[config.mk]
export PLATFORM = sky130hd
export DESIGN_NAME = irq_prio_bank
export DESIGN_NICKNAME = d
export VERILOG_FILES = /design/src/rtl/irq_prio_pkg.sv /design/src/rtl/irq_prio_ctrl.sv /design/src/rtl/irq_prio_store.sv /design/src/rtl/irq_prio_bank.sv
export SDC_FILE = /design/constraint.sdc
export NUM_CORES = 1
export LEC_CHECK = 0
export CAP_MARGIN = 30
export CORE_AREA = 2 2 209 211
export DETAILED_ROUTE_END_ITERATION = 7
export DIE_AREA = 0 0 211 213
export HOLD_SLACK_MARGIN = 0.05
export PLACE_DENSITY = 0.74
export REMOVE_ABC_BUFFERS = 1
export SYNTH_ARGS = -nofsm -noshare
export SYNTH_HDL_FRONTEND = slang
export SYNTH_SLANG_ARGS = --single-unit
[constraint.sdc]
create_clock -name clk -period 6.1 [get_ports clk]
set_clock_uncertainty 0.05 [all_clocks]
set_input_delay 1.525 -clock clk [delete_from_list [all_inputs] [get_ports clk]]
set_output_delay 1.525 -clock clk [all_outputs]
set_load 0.03 [all_outputs]
[src/rtl/irq_prio_pkg.sv]
package irq_prio_pkg;
  // eight requests are visible through the window at once
  localparam int unsigned WinIdxW = 3;
  localparam int unsigned WinSlots = 1 << WinIdxW;
  // width of one priority level
  localparam int unsigned LvlW = 3;

  typedef struct packed {
    logic               winWr;   // commit a level to the selected entry
    logic               winRd;   // window read is live (group nonzero)
    logic               selRd;   // read of the group-select register
    logic [WinIdxW-1:0] winIdx;  // slot inside the group
    logic [LvlW-1:0]    wrLvl;   // level to commit
  } ctrlStrobes_t;
endpackage

[src/rtl/irq_prio_ctrl.sv]
module irq_prio_ctrl
  import irq_prio_pkg::*;
#(
  parameter int unsigned NUM_REQ = 128,
  parameter int unsigned DATA_W  = 8,
  parameter int unsigned ADDR_W  = 4,
  localparam int unsigned NumGroups = NUM_REQ / WinSlots,
  localparam int unsigned SelW = $clog2(NumGroups),
  localparam int unsigned EntW = SelW + WinIdxW
) (
  input  logic              clk,
  input  logic              rstN,
  input  logic [ADDR_W-1:0] busAddr,
  input  logic              busWe,
  input  logic [DATA_W-1:0] busWdata,
  output ctrlStrobes_t      strb,
  output logic [EntW-1:0]   entIdx,
  output logic [DATA_W-1:0] selRdData
);
  localparam logic [ADDR_W-1:0] SelAddr = ADDR_W'(WinSlots);

  logic [SelW-1:0] selQ;
  logic winHit;
  logic selHit;
  logic deadWin;

  assign winHit  = busAddr < SelAddr;
  assign selHit  = busAddr == SelAddr;
  assign deadWin = selQ == '0;

  always_ff @(posedge clk) begin
    if (!rstN) begin
      selQ <= '0;
    end else if (busWe && selHit) begin
      selQ <= busWdata[DATA_W-1 -: SelW];
    end
  end

  always_comb begin
    strb        = '0;
    strb.winWr  = busWe && winHit && !deadWin;
    strb.winRd  = winHit && !deadWin;
    strb.selRd  = selHit;
    strb.winIdx = busAddr[WinIdxW-1:0];
    strb.wrLvl  = busWdata[LvlW-1:0];
  end

  assign entIdx    = {selQ, strb.winIdx};
  assign selRdData = {selQ, {(DATA_W-SelW){1'b0}}};
endmodule

[src/rtl/irq_prio_store.sv]
module irq_prio_store
  import irq_prio_pkg::*;
#(
  parameter int unsigned NUM_REQ = 128,
  parameter int unsigned DATA_W  = 8,
  localparam int unsigned EntW = $clog2(NUM_REQ)
) (
  input  logic                    clk,
  input  logic                    rstN,
  input  ctrlStrobes_t            strb,
  input  logic [EntW-1:0]         entIdx,
  output logic [DATA_W-1:0]       winRdData,
  output logic [NUM_REQ*LvlW-1:0] prioOut,
  output logic [NUM_REQ-1:0]      reqEnable
);
  logic [LvlW-1:0] entry [NUM_REQ];

  for (genvar n = 0; n < NUM_REQ; n++) begin : g_ent
    if (n < WinSlots) begin : g_dead
      // group 0 has no storage
      assign entry[n] = '0;
    end else begin : g_live
      logic [LvlW-1:0] lvlQ;
      always_ff @(posedge clk) begin
        if (!rstN) begin
          lvlQ <= LvlW'(1);
        end else if (strb.winWr && entIdx == EntW'(n)) begin
          lvlQ <= strb.wrLvl;
        end
      end
      assign entry[n] = lvlQ;
    end
    assign prioOut[n*LvlW +: LvlW] = entry[n];
    assign reqEnable[n]            = |entry[n];
  end

  always_comb begin
    winRdData = '0;
    if (strb.winRd) begin
      winRdData[LvlW-1:0] = entry[entIdx];
    end
  end
endmodule

[src/rtl/irq_prio_bank.sv]
module irq_prio_bank
  import irq_prio_pkg::*;
#(
  parameter int unsigned NUM_REQ = 128,
  parameter int unsigned DATA_W  = 8,
  parameter int unsigned ADDR_W  = 4,
  localparam int unsigned EntW = $clog2(NUM_REQ)
) (
  input  logic                    clk,
  input  logic                    rstN,
  input  logic [ADDR_W-1:0]       busAddr,
  input  logic                    busWe,
  input  logic [DATA_W-1:0]       busWdata,
  output logic [DATA_W-1:0]       busRdata,
  output logic [NUM_REQ*LvlW-1:0] prioOut,
  output logic [NUM_REQ-1:0]      reqEnable
);
  ctrlStrobes_t      strb;
  logic [EntW-1:0]   entIdx;
  logic [DATA_W-1:0] selRdData;
  logic [DATA_W-1:0] winRdData;

  irq_prio_ctrl #(
    .NUM_REQ(NUM_REQ), .DATA_W(DATA_W), .ADDR_W(ADDR_W)
  ) u_ctrl (
    .clk(clk), .rstN(rstN), .busAddr(busAddr), .busWe(busWe),
    .busWdata(busWdata), .strb(strb), .entIdx(entIdx),
    .selRdData(selRdData)
  );

  irq_prio_store #(
    .NUM_REQ(NUM_REQ), .DATA_W(DATA_W)
  ) u_store (
    .clk(clk), .rstN(rstN), .strb(strb), .entIdx(entIdx),
    .winRdData(winRdData), .prioOut(prioOut), .reqEnable(reqEnable)
  );

  assign busRdata = strb.selRd ? selRdData : winRdData;
endmodule

==> metrics.yaml <==
status: "complete, but fails checks"
violations: "design-rule violations"
clock_latency_ns: 0.56
yosysTopAreaCell: "dfxtp_1"
maxCapViolations: 0
hold_violations: 0
post-place-ws_ns: 0.303
avgSynthCellArea_um2: 8.14
ys_types: 53
yosys_most_used_dff: "dfxtp_1"
grt_pass1_wl_um: 110000
power_frac_clock_pct: 48.6
area_growth_pct: 36.0
root_buffer: "clkbuf_16"
worst_slew_pin_slew_ns: 1.06
sw_frac_of_total_pct: 23.3
critPathLaunchType: "input port"
worstSetupPathType: "in -> out"
cts_buffer_depth: 3
htree_levels: 2
crit_arrival_ns: 4.24
stdcell_count: 3224
yosys.area.top_type_share_pct: 39.4
slew_headroom_pct: 29.3
place.gp.congestion: 0.914
ys_warn_count: 0
portBuffers: 500
drive_gt1_share_pct: 8.70
cp_max_fo: 36
die_y_um: 213
postCtsHoldBufs: 0
total_power_mw: 5.20
die_x_um: 211
coreArea_mm2: 0.0427
finalCritPeriodShare_pct: 95.4
drcViolationCount: 12
power_frac_seq_pct: 45.8
grt_max_degree: 188
insertedDiodeCount: 0
syn_area_mm2: 0.0185
rows: 76
dr.pass1.iters: 8
antenna_found_initial: 0
dp_hpwl_um: 52600
end_kind: "output port"
cts_made_buffers: 40
num_vias: 19500
cts_tree: "done"
period_needed_ns: 5.82
wl_um: 74100
track_usage_pct: 31.7
peakVddDrop_uv: 172
p_leak_nw: 8.33
power_frac_comb_pct: 5.6
synth_edf_count: 0
start_util_pct: 43.3
p_switching_mw: 1.21
internal_power_mw: 3.99
rsz0062_at_grt: "false"
antenna_left: 0
crit_required_ns: 4.53
synth_area_leaders: "dfxtp_1 39%, a21boi_0 9.9%, nand2_1 8.9%, nand3_1 7.7%, mux4_2 7.2%"
dp_cells: 3150
grt.overflow.total: 0
wl_per_cell_um: 23.0
nNetsFinal: 2668
grt_pass1_vias: 18100
ys_ff_latch: 364
async_reset_ff_share_pct: 0
worst_slack_ns: 0.280
yosysSeqAreaShare_pct: 39.4
r2r_slack_ns: 3.16
clock.fmax_mhz: 172
dieArea_mm2: 0.0449
tns_ns: 0
io_pins: 535
post_cts_resized: 0
post_cts_buffers: 0
powerDensity_mw_per_mm2: 207
clkTransAtPathRegs_ns: 0.06
setup_viol: 0
vias_per_cell: 6.03
slew_viol_final: 0
drt_iter0_drc: 2128
postSynthCellCount: 2271
cts.sinks: 364
min_path_type: "reg -> reg"
==> path summary, 6_finish.rpt <==
path | startpoint | endpoint | cells after the start
worst max-delay path | busAddr[0] | busRdata[2] | 9
worst min-delay path | u_store.g_ent[15].g_live.lvlQ[1] | u_store.g_ent[15].g_live.lvlQ[1] | 2
worst max register to register | u_ctrl.selQ[3] | u_store.g_ent[39].g_live.lvlQ[0] | 6
worst min register to register | u_store.g_ent[15].g_live.lvlQ[1] | u_store.g_ent[15].g_live.lvlQ[1] | 2
==> state kept, by name (all words and copies together) (netlist names) <==
register,cells
u_store.g_ent.g_live.lvlQ,360
u_ctrl.selQ,4
==> critical path: stages <==
cell	delay (ns)
buf_4	0.20
buf_12	0.28
nand2b_1	0.44
buf_4	0.23
o22ai_1	0.09
a2111oi_0	0.60
nor4_1	0.17
a311oi_1	0.46
buf_12	0.19
==> stage by stage <==
stage | utilization, % | hold WS (ns) | area, um^2
5_1_grt | 58.9 | 0.467 | 25100
6_report | 58.9 | 0.446 | 25100
3_5_place_dp | 55.4 | 0.437 | 23700
4_1_cts | 58.6 | 0.448 | 25000
3_3_place_gp | 55.3 | 0.434 | 23600
2_1_floorplan | - | 0.486 | 17500
==> synth_stat cells, drive strengths merged, types with 2 or more instances <==
library cell and count:
a22oi 7, or3 121, nor2b 10, clkbuf 166, and4b 2, mux2i 25
and3 4, nand2 439, a21boi 243, mux2 40, nor3 17, nand2b 12
or2 2, o21ai 216, dfxtp 364, inv 4, nand3 285, nor4 4
o311a 2, nor3b 2, nand4 3, buf 76, nand3b 2, and2 9
a2111oi 3, o31ai 3, a221oi 2, a211oi 3, o32ai 3, o22ai 28
nor2 89, o2111ai 2, mux4 60, a21oi 10, a32oi 2
==> cell type report <==
class,instances,area [um^2]
inverter,4,15.0
multi-input combinational,1693,10200
clock inverter,9,155
fill,3654,17600
sequential,364,7290
timing repair buffer,550,5560
clock buffer,58,1200
tap,546,683
==> cell usage in the layout (no fill, tap or decap), types with 9 or more instances in the layout <==
cell type / n
nor2b_1: 9
mux2_2: 40
nor3_1: 14
clkbuf_16: 41
mux2i_1: 25
nand2_1: 437
buf_4: 41
o21ai_0: 216
o22ai_1: 28
nor2_1: 89
a21oi_1: 10
mux4_2: 59
nand3_1: 284
clkbuf_8: 12
dfxtp_1: 364
clkdlybuf4s50_1: 490
nand2b_1: 11
or3_1: 121
buf_12: 10
a21boi_0: 243
conb_1: 33
==> layer usage <==
metal	global-route usage [%]	up-vias	part of all wire, %
met5	0	-	0
met4	12.9	0	3.9
met3	5.41	157	9.1
met2	52.3	1153	47
met1	41.3	9412	40
li1	-	8732	-
==> power by group through the flow <==
stage | Combinational, mW | Clock, mW | Sequential [mW]
after floorplan | 0.109 | 0 | 2.43
after global routing | 0.308 | 2.63 | 2.38
after global placement | 0.281 | 0 | 2.43
final | 0.293 | 2.53 | 2.38
after CTS | 0.287 | 2.55 | 2.38
after detailed placement | 0.286 | 0 | 2.43
==> cells by family (layout without fill, tap and decap cells) <==
family | count (synthesis) | after routing | synth area share (%)
AOI/OAI and AO/OA | 529 | 529 | 18.4
and+or+nand+nor | 1006 | 1006 | 25.0
DFF | 364 | 364 | 39.4
muxes | 125 | 125 | 11.1
other | 1 | 33 | 0.0203
buffers and inverters | 246 | 621 | 5.99
Note: power is estimated with default switching activity, not from simulation.
